**src/rtl/spi_ce_pkg.sv**
```systemverilog
package spi_ce_pkg;

  typedef enum logic [2:0] {
    ST_IDLE,
    ST_LEAD,
    ST_XFER,
    ST_TAIL,
    ST_GAP
  } seq_state_e;

  // Width of a counter that spans one half period.
  function automatic int half_cnt_w(input int half);
    return (half > 1) ? $clog2(half) : 1;
  endfunction

endpackage

```
**src/rtl/spi_ce_clkgen.sv**
```systemverilog
module spi_ce_clkgen
  import spi_ce_pkg::*;
#(
  parameter int HALF = 2,
  parameter int CW   = half_cnt_w(HALF)
) (
  input  logic          clk,
  input  logic          rst,
  input  logic          run_i,
  output logic          tick_o,
  output logic [CW-1:0] cnt_o
);

  localparam logic [CW-1:0] CNT_END = CW'(HALF - 1);

  logic [CW-1:0] cnt_q;

  assign tick_o = (cnt_q == CNT_END);
  assign cnt_o  = cnt_q;

  // Counter is held at zero while idle, so the first half period is full.
  always_ff @(posedge clk) begin
    if (rst || !run_i) begin
      cnt_q <= '0;
    end else if (tick_o) begin
      cnt_q <= '0;
    end else begin
      cnt_q <= cnt_q + 1'b1;
    end
  end

endmodule

```
**src/rtl/spi_ce_linedly.sv**
```systemverilog
module spi_ce_linedly #(
  parameter int               WIDTH   = 3,
  parameter int               DEPTH   = 2,
  parameter logic [WIDTH-1:0] RST_VAL = '0
) (
  input  logic             clk,
  input  logic             rst,
  input  logic [WIDTH-1:0] d_i,
  output logic [WIDTH-1:0] q_o
);

  logic [WIDTH-1:0] stg_q [DEPTH];

  for (genvar g = 0; g < DEPTH; g++) begin : g_stage
    if (g == 0) begin : g_first
      always_ff @(posedge clk) begin
        if (rst) stg_q[g] <= RST_VAL;
        else     stg_q[g] <= d_i;
      end
    end else begin : g_next
      always_ff @(posedge clk) begin
        if (rst) stg_q[g] <= RST_VAL;
        else     stg_q[g] <= stg_q[g-1];
      end
    end
  end

  assign q_o = stg_q[DEPTH-1];

endmodule

```
**src/rtl/spi_ce_seq.sv**
```systemverilog
module spi_ce_seq
  import spi_ce_pkg::*;
#(
  parameter int DW       = 8,
  parameter int HALF     = 2,
  parameter int PREFETCH = 2,
  parameter int CW       = half_cnt_w(HALF)
) (
  input  logic          clk,
  input  logic          rst,
  input  logic          cpol_i,
  input  logic          cpha_i,
  input  logic [DW-1:0] di_i,
  input  logic          di_we_i,
  input  logic          tick_i,
  input  logic [CW-1:0] cnt_i,
  output logic          run_o,
  output logic          sel_o,
  output logic          sck_o,
  output logic          mosi_o,
  output logic          samp_o,
  output logic          req_o
);

  localparam int              NE     = 2 * DW;
  localparam int              EW     = $clog2(NE);
  localparam int              RW     = $clog2(NE * HALF + 1);
  localparam logic [EW-1:0]   LAST_E = EW'(NE - 1);
  localparam logic [RW-1:0]   REQ_AT = RW'(PREFETCH + 1);

  if (PREFETCH < 1) begin : g_bad_prefetch
    $error("PREFETCH must be at least 1");
  end
  if (PREFETCH + 1 > NE * HALF - 1) begin : g_bad_lead
    $error("PREFETCH exceeds one word time");
  end

  seq_state_e    st_q;
  logic [EW-1:0] edge_q;
  logic [DW-1:0] hold_q, tx_q;
  logic          pend_q, mosi_q, sck_q, sel_q, cpol_q, cpha_q, samp_q, req_q;

  logic          lead_e, last_e, xtick, ld_cpha, load, chg;
  logic [RW-1:0] rem;

  always_comb begin
    lead_e  = ~edge_q[0];
    last_e  = (edge_q == LAST_E);
    xtick   = (st_q == ST_XFER) && tick_i;
    ld_cpha = (st_q == ST_IDLE) ? cpha_i : cpha_q;
    load    = ((st_q == ST_IDLE) && pend_q) || (xtick && last_e && pend_q);
    chg     = xtick && (cpha_q ? lead_e : (!lead_e && !last_e));
    rem     = RW'(LAST_E - edge_q) * RW'(HALF) + RW'(HALF - 1) - RW'(cnt_i);
  end

  always_ff @(posedge clk) begin
    if (rst) begin
      st_q   <= ST_IDLE;
      edge_q <= '0;
      hold_q <= '0;
      tx_q   <= '0;
      pend_q <= 1'b0;
      mosi_q <= 1'b0;
      sck_q  <= 1'b0;
      sel_q  <= 1'b0;
      cpol_q <= 1'b0;
      cpha_q <= 1'b0;
      samp_q <= 1'b0;
      req_q  <= 1'b0;
    end else begin
      samp_q <= xtick && (lead_e ^ cpha_q);
      req_q  <= (st_q == ST_XFER) && (rem == REQ_AT);
      pend_q <= di_we_i | (pend_q & ~load);
      if (di_we_i) hold_q <= di_i;

      if (load) begin
        tx_q <= ld_cpha ? hold_q : (hold_q << 1);
        if (!ld_cpha) mosi_q <= hold_q[DW-1];
      end else if (chg) begin
        mosi_q <= tx_q[DW-1];
        tx_q   <= tx_q << 1;
      end

      case (st_q)
        ST_IDLE: begin
          sck_q <= cpol_i;
          if (pend_q) begin
            cpol_q <= cpol_i;
            cpha_q <= cpha_i;
            sel_q  <= 1'b1;
            edge_q <= '0;
            st_q   <= ST_LEAD;
          end
        end
        ST_LEAD: begin
          if (tick_i) st_q <= ST_XFER;
        end
        ST_XFER: begin
          if (tick_i) begin
            sck_q <= ~sck_q;
            if (last_e) begin
              edge_q <= '0;
              if (!pend_q) st_q <= ST_TAIL;
            end else begin
              edge_q <= edge_q + 1'b1;
            end
          end
        end
        ST_TAIL: begin
          if (tick_i) begin
            sel_q <= 1'b0;
            st_q  <= ST_GAP;
          end
        end
        ST_GAP: begin
          if (tick_i) st_q <= ST_IDLE;
        end
        default: st_q <= ST_IDLE;
      endcase
    end
  end

  assign run_o  = (st_q != ST_IDLE);
  assign sel_o  = sel_q;
  assign sck_o  = sck_q;
  assign mosi_o = mosi_q;
  assign samp_o = samp_q;
  assign req_o  = req_q;

  AST_SCK_ON_TICK_ONLY: assert property (@(posedge clk) disable iff (rst)
    (st_q != ST_IDLE && !tick_i) |=> $stable(sck_q));
  AST_SEL_HELD_IN_XFER: assert property (@(posedge clk) disable iff (rst)
    (st_q == ST_XFER) |=> sel_q);
  AST_TAIL_REST_LEVEL: assert property (@(posedge clk) disable iff (rst)
    (st_q == ST_TAIL) |-> (sck_q == cpol_q));
  AST_REQ_ONE_CYCLE: assert property (@(posedge clk) disable iff (rst)
    req_q |=> !req_q);

endmodule

```
**src/rtl/spi_ce_rx.sv**
```systemverilog
module spi_ce_rx #(
  parameter int DW = 8
) (
  input  logic          clk,
  input  logic          rst,
  input  logic          samp_i,
  input  logic          miso_i,
  output logic [DW-1:0] data_o,
  output logic          valid_o
);

  localparam int            BW    = $clog2(DW);
  localparam logic [BW-1:0] B_END = BW'(DW - 1);

  logic [DW-1:0] sr_q, nxt;
  logic [BW-1:0] bit_q;
  logic          valid_q;

  assign nxt = {sr_q[DW-2:0], miso_i};

  always_ff @(posedge clk) begin
    if (rst) begin
      sr_q    <= '0;
      bit_q   <= '0;
      data_o  <= '0;
      valid_q <= 1'b0;
    end else begin
      valid_q <= samp_i && (bit_q == B_END);
      if (samp_i) begin
        sr_q <= nxt;
        if (bit_q == B_END) begin
          bit_q  <= '0;
          data_o <= nxt;
        end else begin
          bit_q <= bit_q + 1'b1;
        end
      end
    end
  end

  assign valid_o = valid_q;

  AST_VALID_ONE_CYCLE: assert property (@(posedge clk) disable iff (rst)
    valid_q |=> !valid_q);

endmodule

```
**src/rtl/spi_master_ce.sv**
```systemverilog
module spi_master_ce
  import spi_ce_pkg::*;
#(
  parameter int DATA_W   = 8,
  parameter int CLK_DIV  = 4,
  parameter int PREFETCH = 2,
  parameter int LINE_DLY = 2
) (
  input  logic              clk,
  input  logic              rst,
  input  logic              cpol_i,
  input  logic              cpha_i,
  input  logic [DATA_W-1:0] tx_data_i,
  input  logic              tx_we_i,
  output logic              tx_req_o,
  output logic [DATA_W-1:0] rx_data_o,
  output logic              rx_valid_o,
  output logic              sck_o,
  output logic              ssel_n_o,
  output logic              mosi_o,
  input  logic              miso_i
);

  localparam int HALF = CLK_DIV / 2;
  localparam int CW   = half_cnt_w(HALF);

  if (CLK_DIV < 2 || (CLK_DIV % 2) != 0) begin : g_bad_div
    $error("CLK_DIV must be even and at least 2");
  end
  if (LINE_DLY < 1 || DATA_W < 2) begin : g_bad_cfg
    $error("LINE_DLY must be at least 1 and DATA_W at least 2");
  end

  logic          run, tick, sel, sck_int, mosi_int, samp, samp_d;
  logic [CW-1:0] cnt;
  logic [2:0]    line_d, line_q;

  spi_ce_clkgen #(.HALF(HALF), .CW(CW)) u_clkgen (
    .clk    (clk),
    .rst    (rst),
    .run_i  (run),
    .tick_o (tick),
    .cnt_o  (cnt)
  );

  spi_ce_seq #(.DW(DATA_W), .HALF(HALF), .PREFETCH(PREFETCH), .CW(CW)) u_seq (
    .clk     (clk),
    .rst     (rst),
    .cpol_i  (cpol_i),
    .cpha_i  (cpha_i),
    .di_i    (tx_data_i),
    .di_we_i (tx_we_i),
    .tick_i  (tick),
    .cnt_i   (cnt),
    .run_o   (run),
    .sel_o   (sel),
    .sck_o   (sck_int),
    .mosi_o  (mosi_int),
    .samp_o  (samp),
    .req_o   (tx_req_o)
  );

  // Select, clock and data share one pipeline so their phase is kept.
  assign line_d = {~sel, sck_int, mosi_int};

  spi_ce_linedly #(.WIDTH(3), .DEPTH(LINE_DLY), .RST_VAL(3'b100)) u_line (
    .clk (clk),
    .rst (rst),
    .d_i (line_d),
    .q_o (line_q)
  );

  // Capture strobe follows the pin timing of the sampling edge.
  spi_ce_linedly #(.WIDTH(1), .DEPTH(LINE_DLY), .RST_VAL(1'b0)) u_samp (
    .clk (clk),
    .rst (rst),
    .d_i (samp),
    .q_o (samp_d)
  );

  spi_ce_rx #(.DW(DATA_W)) u_rx (
    .clk     (clk),
    .rst     (rst),
    .samp_i  (samp_d),
    .miso_i  (miso_i),
    .data_o  (rx_data_o),
    .valid_o (rx_valid_o)
  );

  assign ssel_n_o = line_q[2];
  assign sck_o    = line_q[1];
  assign mosi_o   = line_q[0];

  AST_REQ_ONLY_SELECTED: assert property (@(posedge clk) disable iff (rst)
    tx_req_o |-> run);

endmodule

```
**config.mk**
```make
export PLATFORM = sky130hd
export DESIGN_NAME = spi_master_ce
export DESIGN_NICKNAME = d
export VERILOG_FILES = /design/src/rtl/spi_ce_pkg.sv /design/src/rtl/spi_ce_clkgen.sv /design/src/rtl/spi_ce_linedly.sv /design/src/rtl/spi_ce_seq.sv /design/src/rtl/spi_ce_rx.sv /design/src/rtl/spi_master_ce.sv
export SDC_FILE = /design/constraint.sdc
export NUM_CORES = 1
export LEC_CHECK = 0
export ABC_AREA = 0
export BUFFER_PORTS_ARGS = -buffer_cell sky130_fd_sc_hd__buf_2
export CAP_MARGIN = 20
export CORE_MARGIN = 3
export CORE_UTILIZATION = 57
export DETAILED_ROUTE_END_ITERATION = 10
export GPL_TIMING_DRIVEN = 0
export HOLD_SLACK_MARGIN = 0.1
export PLACE_DENSITY = 0.83
export SYNTH_ARGS = -nofsm -noshare
export SYNTH_HDL_FRONTEND = slang
export SYNTH_SLANG_ARGS = --single-unit
```
**constraint.sdc**
```tcl
create_clock -name clk -period 2.8 [get_ports clk]
set_input_delay 0.28 -clock clk [delete_from_list [all_inputs] [get_ports clk]]
set_output_delay 0.28 -clock clk [all_outputs]
set_load 0.05 [all_outputs]
```
Yosys cells after proc, flatten, opt, wreduce, memory -nomap -nowiden. Memory sizes are Yosys's and may differ from the RTL's. Cells that the tools add are included.

Register bits after elaboration: 50. RAM bits: 8. Bits of input ports: 14. Output and inout port bits: 13. Word-level logic and storage cells: 109. Memories kept: 2.

$add $sub $neg: 6. Equal/unequal tests: 15. Multiplexer cells: 33. Bitwise gates (word level): 11. Reduce and logical (&&, ||, !) cells: 26.

Memories: u_line.stg_q (words 2, bits a word 3, read ports 2, clocked after Yosys merged registers in 0, wr ports 2, line spi_ce_linedly.sv:12) `logic [WIDTH-1:0] stg_q [DEPTH];`; u_samp.stg_q (words 2, bits a word 1, read ports 2, clocked after Yosys merged registers in 0, wr ports 2, line spi_ce_linedly.sv:12).

Operator list (count): $mux W3 (10); $mux W8 (3); $pmux W3 S5 (1); $mux W1 (13); $mux W4 (3); $ne A2 B2 Y1 const B (6); $logic_and A1 B1 Y1 (9); $pmux W4 S2 (1); $reduce_and A2 Y1 (4); $reduce_and A7 Y1 (1); $add A6 B1 Y6 const B (1); $eq A3 B2 Y1 const B (2); $eq A3 B3 Y1 const B (2); $eq A6 B2 Y1 const B (1); $reduce_and A3 Y1 (2); $reduce_bool A2 Y1 (3); $sub A6 B1 Y6 (1); $or A1 B1 Y1 (5); $sub A4 B4 Y5 const A (1); $add A4 B1 Y4 const B (1); $eq A4 B4 Y1 const B (1); $ne A2 B1 Y1 const B (2); $not A1 Y1 (4); $pmux W1 S2 (2); other kinds (10) (12).

Longest topological paths before layout.
Depth after elaboration: 8. Mapped depth: 9. Gate-level depth less buffers: 6.

By module. A second synthesis with hierarchy kept.

Cell total of the unflattened synthesis: 286. Area total of the unflattened synthesis: 2672.6 µm².

By module, submodules not included: spi_ce_seq (instances 1, cells each 190, area each 1639.1 µm², seq. area each 600.6 µm²); spi_ce_rx (instances 1, cells each 76, area each 779.5 µm², seq. area each 380.4 µm²); spi_ce_linedly at u_line (instances 1, cells each 12, area each 157.7 µm², seq. area each 120.1 µm²); spi_ce_linedly at u_samp (instances 1, cells each 4, area each 52.6 µm², seq. area each 40.0 µm²); spi_ce_clkgen (instances 1, cells each 3, area each 40.0 µm², seq. area each 20.0 µm²); spi_master_ce (instances 1, cells each 1, area each 3.8 µm², seq. area each 0.0 µm²).

Worst setup path after synthesis. OpenSTA, ideal clock, no wires.

Path type: flip-flop to flip-flop. Start point: reg u_seq.st_q[1]. End point: reg u_seq.mosi_q, in the netlist u_seq.mosi_o. Setup time: 103 ps. Arrival: 1747 ps. Required time: 2697 ps. Path slack: 950 ps. Cell stages (with the launch flop): 7. Path buffers: 1. Clock period less this slack: 1850 ps. Cell sequence: dfxtp_1 buf_4 nor3_1 mux2i_1 nor2b_1 a211oi_1 a2111oi_2.

Cells in the longest elaborated chain, start to end: 7. Elaborated cells between the ends (all ways): 13. Classes of those cells: 2 x eq/ne; 2 x mux; 9 x reduce/logical.

RTL lines: start: declaration (line spi_ce_seq.sv:38) `seq_state_e st_q;`; start signal: assignment (line spi_ce_seq.sv:58) `st_q <= ST_IDLE;`; start signal: assignment (line spi_ce_seq.sv:92) `st_q <= ST_LEAD;`; start signal: assignment (line spi_ce_seq.sv:96) `if (tick_i) st_q <= ST_XFER;`; $eq A3 B2 Y1 (line spi_ce_seq.sv:49) `xtick = (st_q == ST_XFER) && tick_i;`; $logic_and A1 B1 Y1 (line spi_ce_seq.sv:49); $logic_and A1 B1 Y1 (2 in a row) (line spi_ce_seq.sv:51) `load = ((st_q == ST_IDLE) && pend_q) || (xtick && last_e && pend_q);`; $logic_or A1 B1 Y1 (line spi_ce_seq.sv:51); $ne A2 B2 Y1 (no line) / $reduce_bool A2 Y1 (equally long branches); $reduce_and A2 Y1 (no line); end signal: assignment (line spi_ce_seq.sv:78) `if (!ld_cpha) mosi_q <= hold_q[DW-1];`; end signal: assignment (line spi_ce_seq.sv:80) `mosi_q <= tx_q[DW-1];`; end: declaration (line spi_ce_seq.sv:41) `logic pend_q, mosi_q, sck_q, sel_q, cpol_q, cpha_q, samp_q, req_q;`.

Parallel ways exist; a longest one is shown, timed or not. A chain may end at the register's enable or synchronous reset.

Worst setup path in the final report. Same ends and word-level chain as after synthesis.

==> results_tabular.tex <==
\begin{tabular}{lr}
\hline
Metric & Value \\
\hline
\multicolumn{2}{l}{\textbf{Synthesis}} \\
Cell area after synthesis & 2471 um2 \\
Syn\_nets & 283 \\
Synthesized instance count & 261 \\
Synth Flop Type & sky130\_fd\_sc\_hd\_\_dfxtp\_1 \\
Count of flip-flops with a built-in enable after synthesis & 0 \\
Mux contribution to synthesized area & 10.53\% \\
Main combinational cell family by area after synthesis & simple AND/OR/NAND/NOR gates \\
Post-synthesis cell type count & 39 \\
Area share of and/or/nand/nor cells after synthesis & 18.28\% \\
Yosys warnings & 0 \\
Average footprint of a synthesized cell & 9.468 um2 \\
Asr flop ratio synth & 0\% \\
Post-synthesis xor/xnor area fraction & 1.418\% \\
Part of the Yosys area used for sequential elements & 46.99\% \\
Adder-cell share of the synthesized area & 4.051\% \\
Complex-gate fraction of the synthesized area & 13.97\% \\
Synthesized flop and latch total & 58 \\
\multicolumn{2}{l}{\textbf{GRT}} \\
Largest net degree at the start of global routing & 11 \\
Wire length of the first global-routing pass & 8.411 mm \\
Via count of the first global-routing pass & 1839 \\
Gr ovfl total & 0 \\
GRT Resource Usage Total & 21.53\% \\
Initial antenna violation count & 0 \\
\multicolumn{2}{l}{\textbf{Critical path}} \\
Category of the critical setup timing path & flip-flop to flip-flop \\
Critical Path, Cell by Cell & buf\_4 > nor3\_1 > mux2i\_1 > nor2b\_1 > a211oi\_1 > a2111oi\_2 \\
Maximum single-stage delay on the critical path & 590 ps \\
Worst Setup End Kind & flip-flop \\
Cell family with the largest share of critical-path delay & simple AND/OR/NAND/NOR gates \\
Worst Setup Start Kind & flip-flop \\
Highest net fanout along the worst path & 10 \\
Buffer and inverter count on the worst path & 1 \\
Crit path arrival time & 2550 ps \\
Cell with the biggest individual delay on the critical path & sky130\_fd\_sc\_hd\_\_mux2i\_1 \\
Required time of the worst setup path & 3040 ps \\
\multicolumn{2}{l}{\textbf{Final layout}} \\
Share of cells above drive strength 1 & 17.22\% \\
Count of filler cells inserted in the layout & 330 \\
Final core utilization & 71.22\% \\
Net total in the final layout & 319 \\
\# diodes & 0 \\
Synth-to-layout area growth & 17.77\% \\
\multicolumn{2}{l}{\textbf{Drt}} \\
DRC violations left & 0 \\
Violation count after the first detailed-routing iteration & 107 \\
Routed Antenna Nets & 0 \\
First drt pass iteration count & 4 \\
DR WL/cell & 14.25 um \\
Via-per-instance ratio & 5.577 \\
Vias after detailed routing & 1963 \\
Wirelength, routed & 5.017 mm \\
\multicolumn{2}{l}{\textbf{Floorplanning}} \\
Die outline height & 71.84 um \\
Number of cell rows & 23 \\
I/O pin cnt & 27 \\
DIE AREA & 5161 um2 \\
Total core area & 4086 um2 \\
Initial cell density of the core & 60.47\% \\
Horizontal die dimension & 71.84 um \\
\multicolumn{2}{l}{\textbf{Clock tree}} \\
Worst-Skew Late Latency & 340 ps \\
Post\_cts resized & 0 \\
Library cell used as clock root buffer & sky130\_fd\_sc\_hd\_\_clkbuf\_8 \\
Post CTS Setup Buffer Count & 0 \\
Clock transition at the registers of the reported paths & 60 ps \\
Number of buffers between clock root and the deepest sink & 2 \\
Clock tree from TritonCTS & done \\
Hold-fix buffers, CTS & 0 \\
Level count of the clock H-tree & 3 \\
Total clock buffers created by CTS & 9 \\
Sink count of the clock tree & 58 \\
\multicolumn{2}{l}{\textbf{Power}} \\
Switching portion of total power & 21.46\% \\
Internal power & 1.550 mW \\
Pwr dens & 678.0 nW/um2 \\
Part of the total power dissipated in the clock network & 48.7\% \\
Leakage & 1.162 nW \\
Sw Pwr & 0.4234 mW \\
Combinational group share of total power & 7.1\% \\
Maximum ir drop on the vdd rail & 0.6703 mV \\
Fraction of power consumed by sequential logic & 44.2\% \\
\multicolumn{2}{l}{\textbf{Timing}} \\
Sum of negative setup slack & 0 ps \\
Setup repair after global routing missed its margin & no \\
Final worst-path cycle share & 82.50\% \\
Crit path setup slack, layout & 490.0 ps \\
Slew at the pin closest to its max-slew limit & 663.0 ps \\
Count of final hold-check violations & 0 \\
Final setup fails & 0 \\
Highest clock rate & 432.9 MHz \\
Worst hold margin & 179.3 ps \\
Clock Skews & 7.509 ps \\
Max-Slew Margin vs Limit & 55.80\% \\
Final worst path period need & 2310 ps \\
Pins Over Slew Limit & 0 \\
\multicolumn{2}{l}{\textbf{Place}} \\
Sum of net half-perimeters after detailed placement & 3.343 mm \\
Final weighted congestion of routability-driven global placement & 0.8981 \\
Count of buffers from port buffering & 25 \\
Post-placement worst setup slack & 571.9 ps \\
\multicolumn{2}{l}{\textbf{Outcome}} \\
Result of the run & finished, final reports clean \\
\multicolumn{2}{l}{\textbf{Flow run}} \\
Max-Cap Viols & 0 \\
\multicolumn{2}{l}{\textbf{Worst hold path}} \\
Class of the tightest hold or removal check & primary input to flip-flop \\
\hline
\end{tabular}
-- registers in the layout, indices dropped and copies added (netlist names), 2 cells and up --
register and count:
u_seq.edge_q 4, u_seq.hold_q 8, u_rx.bit_q 3, u_rx.sr_q 7, u_rx.data_o 8, u_seq.st_q 3, u_samp.stg_q 2, u_line.stg_q 6
u_seq.tx_q 8
-- layer usage --
| layer | wire length (um) | vias to the layer above | share of wire (%) | global-route usage, % |
|---|---|---|---|---|
| met5 | 0 | - | 0 | 0 |
| met4 | 87 | 0 | 1.7 | 9.603 |
| met3 | 311 | 10 | 6.2 | 8.976 |
| met2 | 2459 | 58 | 49 | 33.67 |
| met1 | 2157 | 910 | 43 | 25.83 |
| li1 | - | 985 | - | - |
-- per-stage QoR --
stage	total power, mW	cells	instance area [um2]
floorplan	0.9903	261	2471
CTS	1.988	352	2910
detailed placement	1.027	336	2659
global route	2.045	352	2910
global placement	1.022	336	2659
finish	1.973	352	2910
-- synth_stat cells (all sizes together), types with 2 or more instances --
cell type | count | area, um2
nand2b | 4 | 25.02
nor2b | 11 | 68.82
mux2i | 26 | 260.3
xor2 | 2 | 17.52
a22oi | 3 | 22.52
and2b | 2 | 15.01
nand3 | 11 | 55.05
dfxtp | 58 | 1161
clkbuf | 7 | 26.28
nor2 | 29 | 108.9
ha | 8 | 100.1
nand2 | 16 | 60.06
inv | 4 | 15.01
or2 | 2 | 12.52
a21oi | 21 | 116.4
buf | 11 | 76.31
a211oi | 14 | 105.1
xnor2 | 2 | 17.52
o21ai | 6 | 30.03
nor3 | 7 | 35.03
nand3b | 4 | 30.03
-- cell families (layout without fill, tap and decap cells) --
| logic type | Yosys count | after routing |
|---|---|---|
| simple gates | 91 | 91 |
| compound gates | 52 | 52 |
| fa+ha+maj | 8 | 8 |
| buf+inv | 22 | 63 |
| flops | 58 | 58 |
| mux | 26 | 26 |
| xor+xnor | 4 | 4 |
-- power groups by stage --
stage / registers (mW) / logic [mW] / clock network, mW
after floorplan: 0.891 / 0.0992 / 0
after global placement: 0.889 / 0.132 / 0
after detailed placement: 0.890 / 0.137 / 0
after CTS: 0.873 / 0.140 / 0.975
after global routing: 0.876 / 0.156 / 1.01
final: 0.873 / 0.140 / 0.960
-- cells in the final DEF (no fill, tap or decap), types with 2 or more instances in the layout --
cell and n:
sky130_fd_sc_hd__a21oi_1 20, sky130_fd_sc_hd__clkinv_2 2, sky130_fd_sc_hd__clkbuf_1 7, sky130_fd_sc_hd__o21ai_0 6, sky130_fd_sc_hd__nor2b_1 11, sky130_fd_sc_hd__clkbuf_8 11, sky130_fd_sc_hd__a22oi_1 3, sky130_fd_sc_hd__nor2_1 29
sky130_fd_sc_hd__inv_1 4, sky130_fd_sc_hd__dfxtp_1 58, sky130_fd_sc_hd__xnor2_1 2, sky130_fd_sc_hd__ha_1 8, sky130_fd_sc_hd__nand3_1 11, sky130_fd_sc_hd__buf_4 3, sky130_fd_sc_hd__mux2i_1 26, sky130_fd_sc_hd__nand2b_1 4
sky130_fd_sc_hd__nand3b_1 4, sky130_fd_sc_hd__nand2_1 16, sky130_fd_sc_hd__nor3_1 7, sky130_fd_sc_hd__buf_1 4, sky130_fd_sc_hd__a211oi_1 14, sky130_fd_sc_hd__buf_2 26, sky130_fd_sc_hd__xor2_1 2, sky130_fd_sc_hd__and2b_1 2
sky130_fd_sc_hd__bufinv_16 3, sky130_fd_sc_hd__buf_6 3
-- final timing paths --
check,from,to,slack (ps),cells past startpoint
max reg2reg,u_seq.st_q[1]$_SDFFE_PP0P_,u_seq.mosi_o$_SDFFE_PP0P_,490,6
max,u_seq.st_q[1]$_SDFFE_PP0P_,u_seq.mosi_o$_SDFFE_PP0P_,490,6
min,tx_data_i[4],u_seq.hold_q[4]$_SDFFE_PP0P_,180,3
min reg2reg,u_seq.sel_o$_SDFFE_PP0P_,u_line.stg_q[0][2]$_SDFF_PP1_,410,1
-- layout make-up --
| type | count | area [um2] | area share (%) |
|---|---|---|---|
| timing repair buffer | 25 | 125.1 | 4.299 |
| clock inverter | 5 | 100.1 | 3.439 |
| clock buffer | 11 | 151.4 | 5.202 |
| tap | 50 | 62.56 | 2.150 |
| multi-input combinational | 181 | 1192 | 40.97 |
| sequential | 58 | 1161 | 39.90 |
| inverter | 4 | 15.01 | 0.5159 |
| buffer | 18 | 102.6 | 3.525 |
-- tightest hold or removal path: stages --
cell	delay (ps)
sky130_fd_sc_hd__buf_2	70
sky130_fd_sc_hd__mux2i_1	50
sky130_fd_sc_hd__nor2_1	70
No activity file was read; power rests on OpenSTA's default activity.
